<file path="config.mk">
export PLATFORM = sky130hd
export DESIGN_NAME = membus_glue
export DESIGN_NICKNAME = d
export VERILOG_FILES = /design/src/rtl/glue_pkg.sv /design/src/rtl/cs_decode.sv /design/src/rtl/strobe_edge.sv /design/src/rtl/ctrl_regs.sv /design/src/rtl/membus_glue.sv
export SDC_FILE = /design/constraint.sdc
export NUM_CORES = 1
export LEC_CHECK = 0
export ABC_CLOCK_PERIOD_IN_PS = 1800
export CELL_PAD_IN_SITES_DETAIL_PLACEMENT = 1
export CELL_PAD_IN_SITES_GLOBAL_PLACEMENT = 1
export CORE_UTILIZATION = 26
export CTS_CLUSTER_DIAMETER = 200
export CTS_CLUSTER_SIZE = 25
export DETAILED_ROUTE_END_ITERATION = 8
export GPL_TIMING_DRIVEN = 0
export HOLD_SLACK_MARGIN = 0.05
export PLACE_DENSITY = 0.89
export SYNTH_ARGS = -nofsm -noshare
export SYNTH_HDL_FRONTEND = slang
export SYNTH_SLANG_ARGS = --single-unit
</file>
<file path="constraint.sdc">
create_clock -name clk -period 1.8 [get_ports clk]
set_input_delay 0.27 -clock clk [delete_from_list [all_inputs] [get_ports clk]]
set_output_delay 0.27 -clock clk [all_outputs]
set_load 0.05 [all_outputs]
</file>
<file path="src/rtl/glue_pkg.sv">
package glue_pkg;
  localparam int unsigned IDX_W    = 3;
  localparam int unsigned IDX_DISP = 0;
  localparam int unsigned IDX_PAGE = 1;
  localparam int unsigned IDX_LED  = 2;

  localparam logic [2:0] WIN_UART_A = 3'b000;
  localparam logic [2:0] WIN_UART_B = 3'b001;
  localparam logic [2:0] WIN_REGS   = 3'b010;

  typedef struct packed {
    logic flash;
    logic uart_a;
    logic uart_b;
    logic regs;
  } hit_t;

  function automatic hit_t space1_hits(input logic active, input logic hi_bit,
                                       input logic [2:0] win);
    hit_t h;
    h.flash  = active && !hi_bit;
    h.uart_a = active && hi_bit && (win == WIN_UART_A);
    h.uart_b = active && hi_bit && (win == WIN_UART_B);
    h.regs   = active && hi_bit && (win == WIN_REGS);
    return h;
  endfunction

  function automatic logic [7:0] zext_read(input logic [7:0] v, input int unsigned w);
    logic [7:0] m;
    m = 8'hFF >> (8 - w);
    return v & m;
  endfunction
endpackage

</file>
<file path="src/rtl/cs_decode.sv">
module cs_decode #(
  parameter int unsigned NUM_CE = 3,
  parameter int unsigned ADDR_W = 23
) (
  input  logic [NUM_CE-1:0] ce_n,
  input  logic [ADDR_W-1:0] addr,
  input  logic              aoe_n,
  output logic              flash_ce_n,
  output logic              uart_a_cs_n,
  output logic              uart_b_cs_n,
  output logic              reg_hit,
  output logic              buf_oe_n,
  output logic              buf_dir
);
  import glue_pkg::*;

  hit_t hits;
  logic any_space;

  always_comb begin
    hits        = space1_hits(!ce_n[0], addr[ADDR_W-1], addr[8:6]);
    any_space   = !(&ce_n);
    flash_ce_n  = !hits.flash;
    uart_a_cs_n = !hits.uart_a;
    uart_b_cs_n = !hits.uart_b;
    reg_hit     = hits.regs;
    buf_oe_n    = !any_space;
    buf_dir     = any_space && !aoe_n;
  end

  always_comb begin
    // flash and serial selects never overlap
    assert_sel_exclusive_R2: assert ($onehot0({!flash_ce_n, !uart_a_cs_n, !uart_b_cs_n, reg_hit}));
    // buffer only turns toward the master while it is enabled
    assert_dir_needs_oe_R4: assert (!buf_dir || !buf_oe_n);
  end
endmodule

</file>
<file path="src/rtl/strobe_edge.sv">
module strobe_edge (
  input  logic clk,
  input  logic rst,
  input  logic strobe_n,
  output logic rise
);
  logic strobe_q;

  always_ff @(posedge clk) begin
    if (rst) strobe_q <= 1'b1;
    else     strobe_q <= strobe_n;
  end

  assign rise = !strobe_q && strobe_n;

  // a release is reported only after the strobe was seen low
  assert_rise_after_low_R5: assert property (@(posedge clk) disable iff (rst)
    rise |-> $past(!strobe_n));
endmodule

</file>
<file path="src/rtl/ctrl_regs.sv">
module ctrl_regs #(
  parameter int unsigned DATA_W = 8,
  parameter int unsigned PAGE_W = 3,
  parameter int unsigned DISP_W = 6,
  parameter int unsigned LED_W  = 8
) (
  input  logic                        clk,
  input  logic                        rst,
  input  logic                        wr_pulse,
  input  logic                        reg_hit,
  input  logic [glue_pkg::IDX_W-1:0]  idx,
  input  logic [DATA_W-1:0]           wdata,
  input  logic                        rd_en,
  output logic [PAGE_W-1:0]           page,
  output logic [LED_W-1:0]            led,
  output logic [DATA_W-1:0]           rdata
);
  import glue_pkg::*;

  localparam int unsigned NUM_REGS = 3;

  logic [DISP_W-1:0]   disp_q;
  logic [PAGE_W-1:0]   page_q;
  logic [LED_W-1:0]    led_q;
  logic [NUM_REGS-1:0] wr_sel;
  logic [DATA_W-1:0]   rd_mux;

  generate
    for (genvar i = 0; i < NUM_REGS; i++) begin : g_wsel
      assign wr_sel[i] = wr_pulse && reg_hit && (idx == i[IDX_W-1:0]);
    end
  endgenerate

  always_ff @(posedge clk) begin
    if (rst) begin
      disp_q <= '0;
      page_q <= '0;
      led_q  <= '0;
    end else begin
      if (wr_sel[IDX_DISP]) disp_q <= wdata[DISP_W-1:0];
      if (wr_sel[IDX_PAGE]) page_q <= wdata[PAGE_W-1:0];
      if (wr_sel[IDX_LED])  led_q  <= wdata[LED_W-1:0];
    end
  end

  always_comb begin
    rd_mux = '0;
    case (idx)
      IDX_W'(IDX_DISP): rd_mux = DATA_W'(disp_q);
      IDX_W'(IDX_PAGE): rd_mux = DATA_W'(page_q);
      IDX_W'(IDX_LED):  rd_mux = DATA_W'(led_q);
      default:          rd_mux = '0;
    endcase
    rdata = rd_en ? rd_mux : '0;
  end

  assign page = page_q;
  assign led  = led_q;

  // registers are clear right after reset
  assert_reset_clear_R10: assert property (@(posedge clk) disable iff (rst)
    $past(rst) |-> (page == '0 && led == '0));
  // an LED write lands one cycle after the strobe release
  assert_led_write_R8: assert property (@(posedge clk) disable iff (rst)
    wr_sel[IDX_LED] |=> led == $past(wdata[LED_W-1:0]));
  // a page write lands one cycle after the strobe release
  assert_page_write_R6: assert property (@(posedge clk) disable iff (rst)
    wr_sel[IDX_PAGE] |=> page == $past(wdata[PAGE_W-1:0]));
  // no write pulse outside the region leaves LED and page as they were
  assert_hold_no_write_R11: assert property (@(posedge clk) disable iff (rst)
    !(wr_pulse && reg_hit) |=> ($stable(led) && $stable(page)));
endmodule

</file>
<file path="src/rtl/membus_glue.sv">
module membus_glue #(
  parameter int unsigned NUM_CE = 3,
  parameter int unsigned ADDR_W = 23,
  parameter int unsigned DATA_W = 8,
  parameter int unsigned PAGE_W = 3,
  parameter int unsigned DISP_W = 6,
  parameter int unsigned LED_W  = 8
) (
  input  logic              clk,
  input  logic              rst,
  input  logic [NUM_CE-1:0] ce_n,
  input  logic [ADDR_W-1:0] addr,
  input  logic              aoe_n,
  input  logic              are_n,
  input  logic              awe_n,
  input  logic [DATA_W-1:0] wdata,
  output logic              flash_ce_n,
  output logic              uart_a_cs_n,
  output logic              uart_b_cs_n,
  output logic              buf_oe_n,
  output logic              buf_dir,
  output logic [PAGE_W-1:0] flash_page,
  output logic [LED_W-1:0]  led,
  output logic [DATA_W-1:0] rdata
);
  import glue_pkg::*;

  logic reg_hit;
  logic wr_rise;
  logic rd_en;

  cs_decode #(.NUM_CE(NUM_CE), .ADDR_W(ADDR_W)) u_dec (
    .ce_n(ce_n), .addr(addr), .aoe_n(aoe_n),
    .flash_ce_n(flash_ce_n), .uart_a_cs_n(uart_a_cs_n), .uart_b_cs_n(uart_b_cs_n),
    .reg_hit(reg_hit), .buf_oe_n(buf_oe_n), .buf_dir(buf_dir)
  );

  strobe_edge u_wedge (.clk(clk), .rst(rst), .strobe_n(awe_n), .rise(wr_rise));

  assign rd_en = reg_hit && !are_n;

  ctrl_regs #(.DATA_W(DATA_W), .PAGE_W(PAGE_W), .DISP_W(DISP_W), .LED_W(LED_W)) u_regs (
    .clk(clk), .rst(rst), .wr_pulse(wr_rise), .reg_hit(reg_hit),
    .idx(addr[IDX_W-1:0]), .wdata(wdata), .rd_en(rd_en),
    .page(flash_page), .led(led), .rdata(rdata)
  );

  // read data stays zero outside a selected read
  assert_rdata_idle_R9: assert property (@(posedge clk) disable iff (rst)
    (are_n || ce_n[0]) |-> rdata == '0);
  // the flash is never selected in the upper half of the first space
  assert_flash_low_half_R1: assert property (@(posedge clk) disable iff (rst)
    !flash_ce_n |-> (!ce_n[0] && !addr[ADDR_W-1]));
endmodule

</file>
==> flow_results.org, run 1 <==
** Run status
- The run finished, with violations left.
- Failing checks :: negative setup slack

** Place
- Prior to clock tree synthesis, the placed netlist has a worst setup slack of -1.357 ns.
- I/O Buffers :: 45
- Hpwl dp :: 2646 µm
- Routability-driven placement finished with a final weighted congestion of 0.8169.

** Detailed routing
- Number of antenna-violating nets in the routed design :: 0
- DRT Pass-1 Iters :: 4
- Total via count after detailed routing :: 1,031
- Total wirelength of the detailed-routed design :: 3668 µm
- Iteration-0 DRC Markers :: 8
- Routed length per instance :: 17.47 µm
- Residual DRC count :: 0
- Via/cell ratio :: 4.910

** Logic synthesis
- Count of warnings emitted by yosys :: 0
- Synth Area per Inst :: 9.831 µm²
- The share of the Yosys chip area taken by registers is 0.3491.
- Counting every instance in the synthesized netlist gives 105.
- The number of nets in the synthesized netlist is 144.
- Netlist cell types :: 28
- Netlist area before placement :: 1032 µm²
- Synthesis inferred 18 register bits.

** Timing
- The total count of max-transition violations in the final report was 0.
- Setup repair after global routing could not meet its margin everywhere.
- Final Cycle Share :: 1.108
- Worst slew margin relative to its limit :: 0.5921
- At the pin with the least slew margin, the transition time is 0.6106 ns.
- Number of hold-slack violations in the final timing report :: 0
- Final critical delay including setup and external delays :: 1.994 ns
- Based on the critical path, the design can be clocked at up to 0.5016 GHz.
- Once routing completed, OpenROAD measured the worst setup slack at -0.1936 ns.
- Setup violations remaining at the end of the flow were counted as 5.
- Clock skew :: 0.004145 ns

** Power
- PwrDens :: 497.2 nW/µm²
- Total chip power :: 0.0009027 W
- Cell leakage power :: 0.7328 nW
- Worst voltage drop across the vdd grid :: 0.0002574 V

** Worst hold path
- The tightest min-delay check is of the in -> reg type.

** Worst setup path
- Data on the critical path arrives at its endpoint at 1.72 ns.
- Maximum net fanout on the critical path :: 5
- Startpoint-to-endpoint class of the critical path :: in -> out
- STA classifies the critical path startpoint as a primary input.
- The worst setup path is captured at an output pin.
- At the worst endpoint, the required time is 1.53 ns.

** Clock tree
- Cts hold-fix bufs :: 0
- Worst-case clock buffer depth :: 2
- Num Clock Sinks :: 18
- Clock latency on the worst-skew pair :: 0.25 ns
- Clock transition at path regs :: 0.07 ns
- TritonCTS created 3 clock buffers.
- H-tree levels :: 1
- Clock root buffer master :: sky130_fd_sc_hd__clkbuf_8
- TritonCTS built the clock tree.

** GRT
- The first global-routing pass estimated 5727 µm of wire.
- The total overflow left after global routing is 0.
- Pin count of the biggest net entering global routing :: 11
- Aggregate global-route resource usage :: 0.1805
- The number of global-route vias before repair was 1,163.
- The initial antenna violation count came to 0.

** Die
- Width of the die :: 65.01 µm
- The total area inside the core boundary comes to 3744 µm².
- Effective utilization at floorplan :: 0.2757
- The die is 65.01 µm tall.
- Die footprint :: 4226 µm²
- Number of core rows :: 22
- Top-level port count :: 63

** Cells and area
- Final #Nets :: 202
- Number of fillers in the final layout :: 426
- Number of antenna cells inserted :: 0
- Layout cells sized above 1 :: 0.3333
- Syn-to-layout area delta :: 75.88%

** Flow run
- Max Cap Viol :: 0
==> cell usage in the layout (no fill, tap or decap), types with 2 or more instances in the layout <==
master and instances:
sky130_fd_sc_hd__buf_6 12, sky130_fd_sc_hd__dlygate4sd2_1 4, sky130_fd_sc_hd__o31ai_1 2, sky130_fd_sc_hd__nor3b_1 2, sky130_fd_sc_hd__clkdlybuf4s50_1 25, sky130_fd_sc_hd__or2_2 2
sky130_fd_sc_hd__nand4_1 2, sky130_fd_sc_hd__buf_12 2, sky130_fd_sc_hd__buf_2 2, sky130_fd_sc_hd__and2_4 3, sky130_fd_sc_hd__a21oi_1 2, sky130_fd_sc_hd__nand2b_1 21
sky130_fd_sc_hd__nor3_4 3, sky130_fd_sc_hd__clkbuf_1 2, sky130_fd_sc_hd__dfxtp_1 18, sky130_fd_sc_hd__buf_8 3, sky130_fd_sc_hd__mux2i_1 21, sky130_fd_sc_hd__o2bb2ai_1 3
sky130_fd_sc_hd__clkbuf_8 4, sky130_fd_sc_hd__or3b_4 4, sky130_fd_sc_hd__nor4bb_4 2, sky130_fd_sc_hd__buf_4 7
==> critical path, cell delays in order <==
cell and delay, ns:
sky130_fd_sc_hd__buf_8 0.10, sky130_fd_sc_hd__or3b_4 0.40, sky130_fd_sc_hd__or3_4 0.46, sky130_fd_sc_hd__nor4bb_4 0.29, sky130_fd_sc_hd__buf_6 0.19
==> layout make-up <==
cell class                 instances  area [µm²]  share of cell area
sequential                        18       360.3              0.1985
multi-input combinational         80       744.5              0.4101
inverter                           1       3.754            0.002068
timing repair buffer              54       541.8              0.2984
tap                               48       60.06             0.03308
buffer                             5       50.05             0.02757
clock buffer                       4       55.05             0.03032
==> metrics by stage <==
step / setup TNS (ns) / hold WS [ns] / instance area [µm²] / instances / util
2_1_floorplan: -1.794 / 0.3766 / 1092 / 105 / -
3_3_place_gp: -16.31 / 0.4601 / 1603 / 198 / 0.4281
3_5_place_dp: -19.28 / 0.4749 / 1603 / 198 / 0.4281
4_1_cts: -0.7256 / 0.3721 / 1758 / 208 / 0.4696
5_1_grt: -0.9777 / 0.3936 / 1815 / 210 / 0.4850
6_report: -0.8242 / 0.3722 / 1815 / 210 / 0.4850
==> final timing paths <==
| kind | startpoint | end | slack [ns] | cells past startpoint |
|---|---|---|---|---|
| max | addr[2] | rdata[7] | -0.19 | 5 |
| min | addr[2] | u_regs.led[6] | 0.37 | 4 |
| max reg2reg | u_wedge.strobe_q | u_regs.disp_q[0] | 0.24 | 4 |
| min reg2reg | u_regs.disp_q[1] | u_regs.disp_q[1] | 0.48 | 2 |
==> what timing repair did <==
item / 4_1_cts / 5_1_grt
endpoints found under the setup margin: 28 / 9
gates resized for setup: 105 / 14
buffers inserted: 7 / 2
pin swaps: 8 / 7
==> report_power, final <==
group          internal [W]  total (W)  switching [W]  leakage (nW)
logic             0.0000901   0.000167      0.0000770         0.559
clock network      0.000194   0.000335       0.000141        0.0288
registers          0.000399   0.000400     0.00000112         0.145
total              0.000683   0.000903       0.000219         0.733
==> routing by layer <==
layer | track usage | share of wire | vias to the layer above
met2 | 0.3529 | 0.56 | 38
met4 | 0.05978 | 0.020 | 0
met3 | 0.03169 | 0.038 | 8
met5 | 0 | 0 | -
met1 | 0.1907 | 0.38 | 495
li1 | - | - | 490
==> sequential cells by signal, summed over array words and instances (netlist names) <==
signal	count
u_regs.disp_q	6
u_regs.led	8
u_wedge.strobe_q	1
u_regs.page	3
==> cell usage after synthesis (all sizes together) <==
| cell type | instances | area (µm²) |
|---|---|---|
| a21oi | 2 | 10.01 |
| mux2i | 21 | 210.2 |
| nand4 | 2 | 12.51 |
| or2 | 2 | 12.51 |
| o2bb2ai | 3 | 26.28 |
| or3 | 2 | 12.51 |
| nor2 | 1 | 3.750 |
| nor4 | 2 | 25.02 |
| nor3 | 4 | 20.02 |
| dfxtp | 18 | 360.4 |
| or3b | 4 | 35.04 |
| and2 | 3 | 18.77 |
| buf | 4 | 35.03 |
| nand3b | 1 | 7.510 |
| o31ai | 2 | 15.01 |
| nor3b | 2 | 15.01 |
| nor2b | 1 | 6.260 |
| nor4bb | 3 | 30.03 |
| clkbuf | 2 | 7.510 |
| nand4bb | 1 | 11.26 |
| and3 | 1 | 6.260 |
| nand3 | 1 | 5.000 |
| inv | 1 | 3.750 |
| or4 | 1 | 11.26 |
| nand2b | 21 | 131.4 |
==> kinds of logic after synthesis <==
kind of cell | Yosys count | share of synthesized area
AND/OR/NAND/NOR | 52 | 0.3527
multiplexers | 21 | 0.2036
flip-flops | 18 | 0.3491
AO/OA/AOI/OAI | 7 | 0.04970
buffers and inverters | 7 | 0.04484
Note: power is estimated with default switching activity, not from simulation.
==> inputs of run 2 (changes only) <==
--- a/config.mk
+++ b/config.mk
@@ -12,6 +12,7 @@
 export CTS_CLUSTER_DIAMETER = 200
 export CTS_CLUSTER_SIZE = 25
 export DETAILED_ROUTE_END_ITERATION = 8
+export GPL_ROUTABILITY_DRIVEN = 1
 export GPL_TIMING_DRIVEN = 0
 export HOLD_SLACK_MARGIN = 0.05
 export PLACE_DENSITY = 0.89
==> results of run 2 <==
No change in the layout: final DEF, timing and power equal those of run 1.
==> inputs of run 3 (changes only) <==
--- a/config.mk
+++ b/config.mk
@@ -6,7 +6,7 @@
 export NUM_CORES = 1
 export LEC_CHECK = 0
 export ABC_CLOCK_PERIOD_IN_PS = 1800
-export CELL_PAD_IN_SITES_DETAIL_PLACEMENT = 1
+export CELL_PAD_IN_SITES_DETAIL_PLACEMENT = 0
 export CELL_PAD_IN_SITES_GLOBAL_PLACEMENT = 1
 export CORE_UTILIZATION = 26
 export CTS_CLUSTER_DIAMETER = 200
==> run 3 against run 2 <==
The run still ends with negative setup slack left. Maximum frequency is 0.32% higher. Register-to-register slack better by 0.05 ns. Global-route usage is 3.3 points lower. Core utilization hardly changed. Flip-flop and latch count stayed put. Critical path depth is 1 higher. Wire length is 19% lower. Clock-buffer cell count is 1 lower. Final cell count is 0.48% higher. Critical endpoint is now rdata[4].
==> flow_results.org, run 3 (synthesis results as in run 1) <==
** Timing
- In the finished design, the share of the clock period the worst path needs comes to 1.104.
- Setup slack on the critical path of the routed design comes to -0.1872 ns.
- Summed over all failing endpoints, the final setup total negative slack is -0.8237 ns.
- Clock skew :: 0.002372 ns
- The total count of hold-check failures in the final report was 0.
- The total count of max-transition violations in the final report was 0.
- Setup repair after global routing could not meet its margin everywhere.
- Worst Max-Slew Pin Slew :: 0.6139 ns
- Setup violations remaining at the end of the flow were counted as 5.
- Derived from the worst setup path, the maximum achievable clock frequency is 0.5032 GHz.
- The worst path in the final design needs a cycle of 1.987 ns, including I/O delays and setup.
- In this run the tightest slew margin relative to its limit is 0.5908.

** Clock tree
- Counting along the longest clock path gives a buffer depth of 2.
- H-tree levels :: 1
- For the worst-skew pair, the clock arrives at the later sink with an insertion delay of 0.25 ns.
- The clock net in this run drives a total of 18 sinks.
- After clock tree synthesis, the clock-pin slew on the worst setup and hold paths is 0.07 ns.
- Clock root buffer master :: sky130_fd_sc_hd__clkbuf_8
- In this run, CTS created clock tree buffers numbering 3.
- TritonCTS clock tree :: done
- Cts hold-fix bufs :: 0

** Place
- I/O Buffers :: 45
- Hpwl dp :: 2180 µm
- Number of placed instances with taps included :: 198
- GPL Wtd Cong :: 0.8169
- Area of placed instances :: 1603 µm²

** Die
- Area of the core :: 3744 µm²
- Measured along the x axis, the die boundary spans 65.01 µm.
- Row generation in the floorplan step produced 22 rows.
- The die covers 4226 µm².
- Top-level port count :: 63
- For this configuration, the core starts out at a cell density of 0.2757.
- From bottom edge to top edge, the die measures 65.01 µm.

** Cells and area
- In the final layout, the share of cells above drive strength 1 is 0.3313.
- Number of fillers in the final layout :: 353
- The net count of the finished layout is 204.
- Number of flip-flops in the largest register :: 8
- Syn-to-layout area delta :: 75.76%
- Most common library cell in the layout ignoring fill and taps :: sky130_fd_sc_hd__clkdlybuf4s50_1
- Leaving out filler cells and counting taps, the final layout contains 211.
- After routing the design area is 1814 µm².
- Number of antenna cells inserted :: 0
- Commonest non-fill, non-tap cells in the layout :: sky130_fd_sc_hd__clkdlybuf4s50_1 (25), sky130_fd_sc_hd__nand2b_1 (21), sky130_fd_sc_hd__mux2i_1 (20)

** Worst setup path
- Cell depth of the worst flop-to-flop path :: 4
- Cell-by-cell trace of the critical path :: buf_12 > or3b_4 > or3_4 > buf_4 > nor3_4 > buf_6
- Startpoint-to-endpoint class of the critical path :: in -> out
- Data on the critical path arrives at its endpoint at 1.72 ns.
- The number of buffers and inverters on the critical path is 3.
- Sort of element at the end of the critical path :: output pin
- Worst reg-to-reg setup slack :: 0.29 ns
- The critical path ends at rdata[4].
- Launch point of the worst path :: addr[0]
- CP startpoint kind :: primary input
- Worst Path Required :: 1.53 ns
- The worst register-to-register path ends at u_regs.disp_q[1].
- Crit path depth :: 6
- CP top delay family :: simple AND/OR/NAND/NOR gates
- The worst register-to-register path begins at u_wedge.strobe_q.
- Max incr delay on CP :: 0.45 ns
- In this run the worst path has a maximum fanout of 8.
- The slowest stage of the critical path is the sky130_fd_sc_hd__or3_4 cell.

** Detailed routing
- Total wirelength of the detailed-routed design :: 2974 µm
- Iteration-0 DRC Markers :: 16
- The routed layout has 1,016 vias.
- For this run, the detailed router's first-pass iteration total came to 4.
- In the routed design, unresolved DRC markers number 0.
- Routed length per instance :: 14.09 µm
- Number of antenna-violating nets in the routed design :: 0
- Via/cell ratio :: 4.815

** Power
- Power share of the combinational group :: 0.189
- Part of the total power dissipated in sequential elements :: 0.475
- In this run the power density over the cells is 464.1 nW/µm².
- Share of total power consumed by net switching :: 0.2463
- Internal power comes to 0.0006346 W.
- The share of total power dissipated in the clock network is 0.336.
- Cell leakage power :: 0.7414 nW
- Worst voltage drop across the vdd grid :: 0.0002732 V
- Summed over all nets, the switching power comes to 0.0002074 W.

** GRT
- Entering global routing, the biggest net connects 11 pins.
- The initial antenna violation count is 0.
- Aggregate global-route resource usage :: 0.1472
- For this run the aggregate overflow at the end of global routing stands at 0.
- Number of global-route vias before repair :: 1,043
- The first global-routing pass estimated 4816 µm of wire.

** Flow run
- Across the run, the number of max-cap violations was 0.

** Run status
- Failing checks :: negative setup slack
- The flow ran to the end, but the final reports show violations.

** Worst hold path
- The path class of the tightest hold or removal check is in -> reg.
run 3: changes by cell type in the layout (fill, tap and decap cells not counted), sizes merged:
cell          previous run  this run
clkbuf                   7         5
buf                     26        28
dlymetal6s2s             0         1
run 3: through the flow:
step | utilization | worst slack (ns) | total power [W] | hold slack (ns)
finish | 0.4846 | -0.1872 | 0.0008420 | 0.3572
detailed placement | 0.4281 | -1.302 | 0.0005508 | 0.4725
global placement | 0.4281 | -1.266 | 0.0005469 | 0.4601
floorplan | - | -0.3752 | 0.0004751 | 0.3766
global route | 0.4846 | -0.2333 | 0.0008771 | 0.3953
CTS | 0.4723 | -0.2710 | 0.0008403 | 0.3647
run 3: cell type report:
cell class	instances	area (µm²)	share of cell area
multi-input cells	80	757.0	0.4172
repair buffers	56	541.8	0.2986
flip-flops and latches	18	360.3	0.1986
well taps	48	60.06	0.03310
plain buffers	5	50.05	0.02759
clock buffers	3	41.29	0.02276
inverters	1	3.754	0.002069
run 3: routing by layer:
| layer | GRT usage | routed length (µm) | vias up |
|---|---|---|---|
| li1 | - | - | 497 |
| met1 | 0.1741 | 1284 | 482 |
| met2 | 0.2578 | 1501 | 34 |
| met3 | 0.03521 | 166 | 3 |
| met4 | 0.04891 | 21 | 0 |
| met5 | 0 | 0 | - |
run 3: repair_timing:
item	CTS	global route
gates resized for setup	100	15
pin swaps	8	8
setup endpoints to repair	28	19
setup buffers	10	3
cloned	0	0
run 3: worst min-delay path by stage:
| stage | start | endpoint | slack, ns | cells past startpoint |
|---|---|---|---|---|
| detailed placement | u_regs.disp_q[0] | u_regs.disp_q[0] | 0.47 | 2 |
| finish | addr[2] | u_regs.led[6] | 0.36 | 4 |
| global route | addr[2] | u_regs.led[7] | 0.40 | 4 |
| floorplan | awe_n | u_wedge.strobe_q | 0.38 | 1 |
| CTS | ce_n[0] | u_regs.led[6] | 0.36 | 4 |
| global placement | u_regs.disp_q[5] | u_regs.disp_q[5] | 0.46 | 2 |
run 3: worst reg2reg max path: cells and delay by family (launching register included):
family                 cells  cell delay (ns)
AND/OR/NAND/NOR            2             0.83
buffers and inverters      1             0.14
multiplexers               1             0.11
flip-flops                 1             0.32
run 3: power by group through the flow:
stage                     combinational (W)  clock (W)  sequential, W
after CTS                          0.000157   0.000283       0.000400
after global placement             0.000138          0       0.000409
after global routing               0.000168   0.000309       0.000400
after detailed placement           0.000142          0       0.000409
after floorplan                   0.0000657          0       0.000409
final                              0.000159   0.000283       0.000400
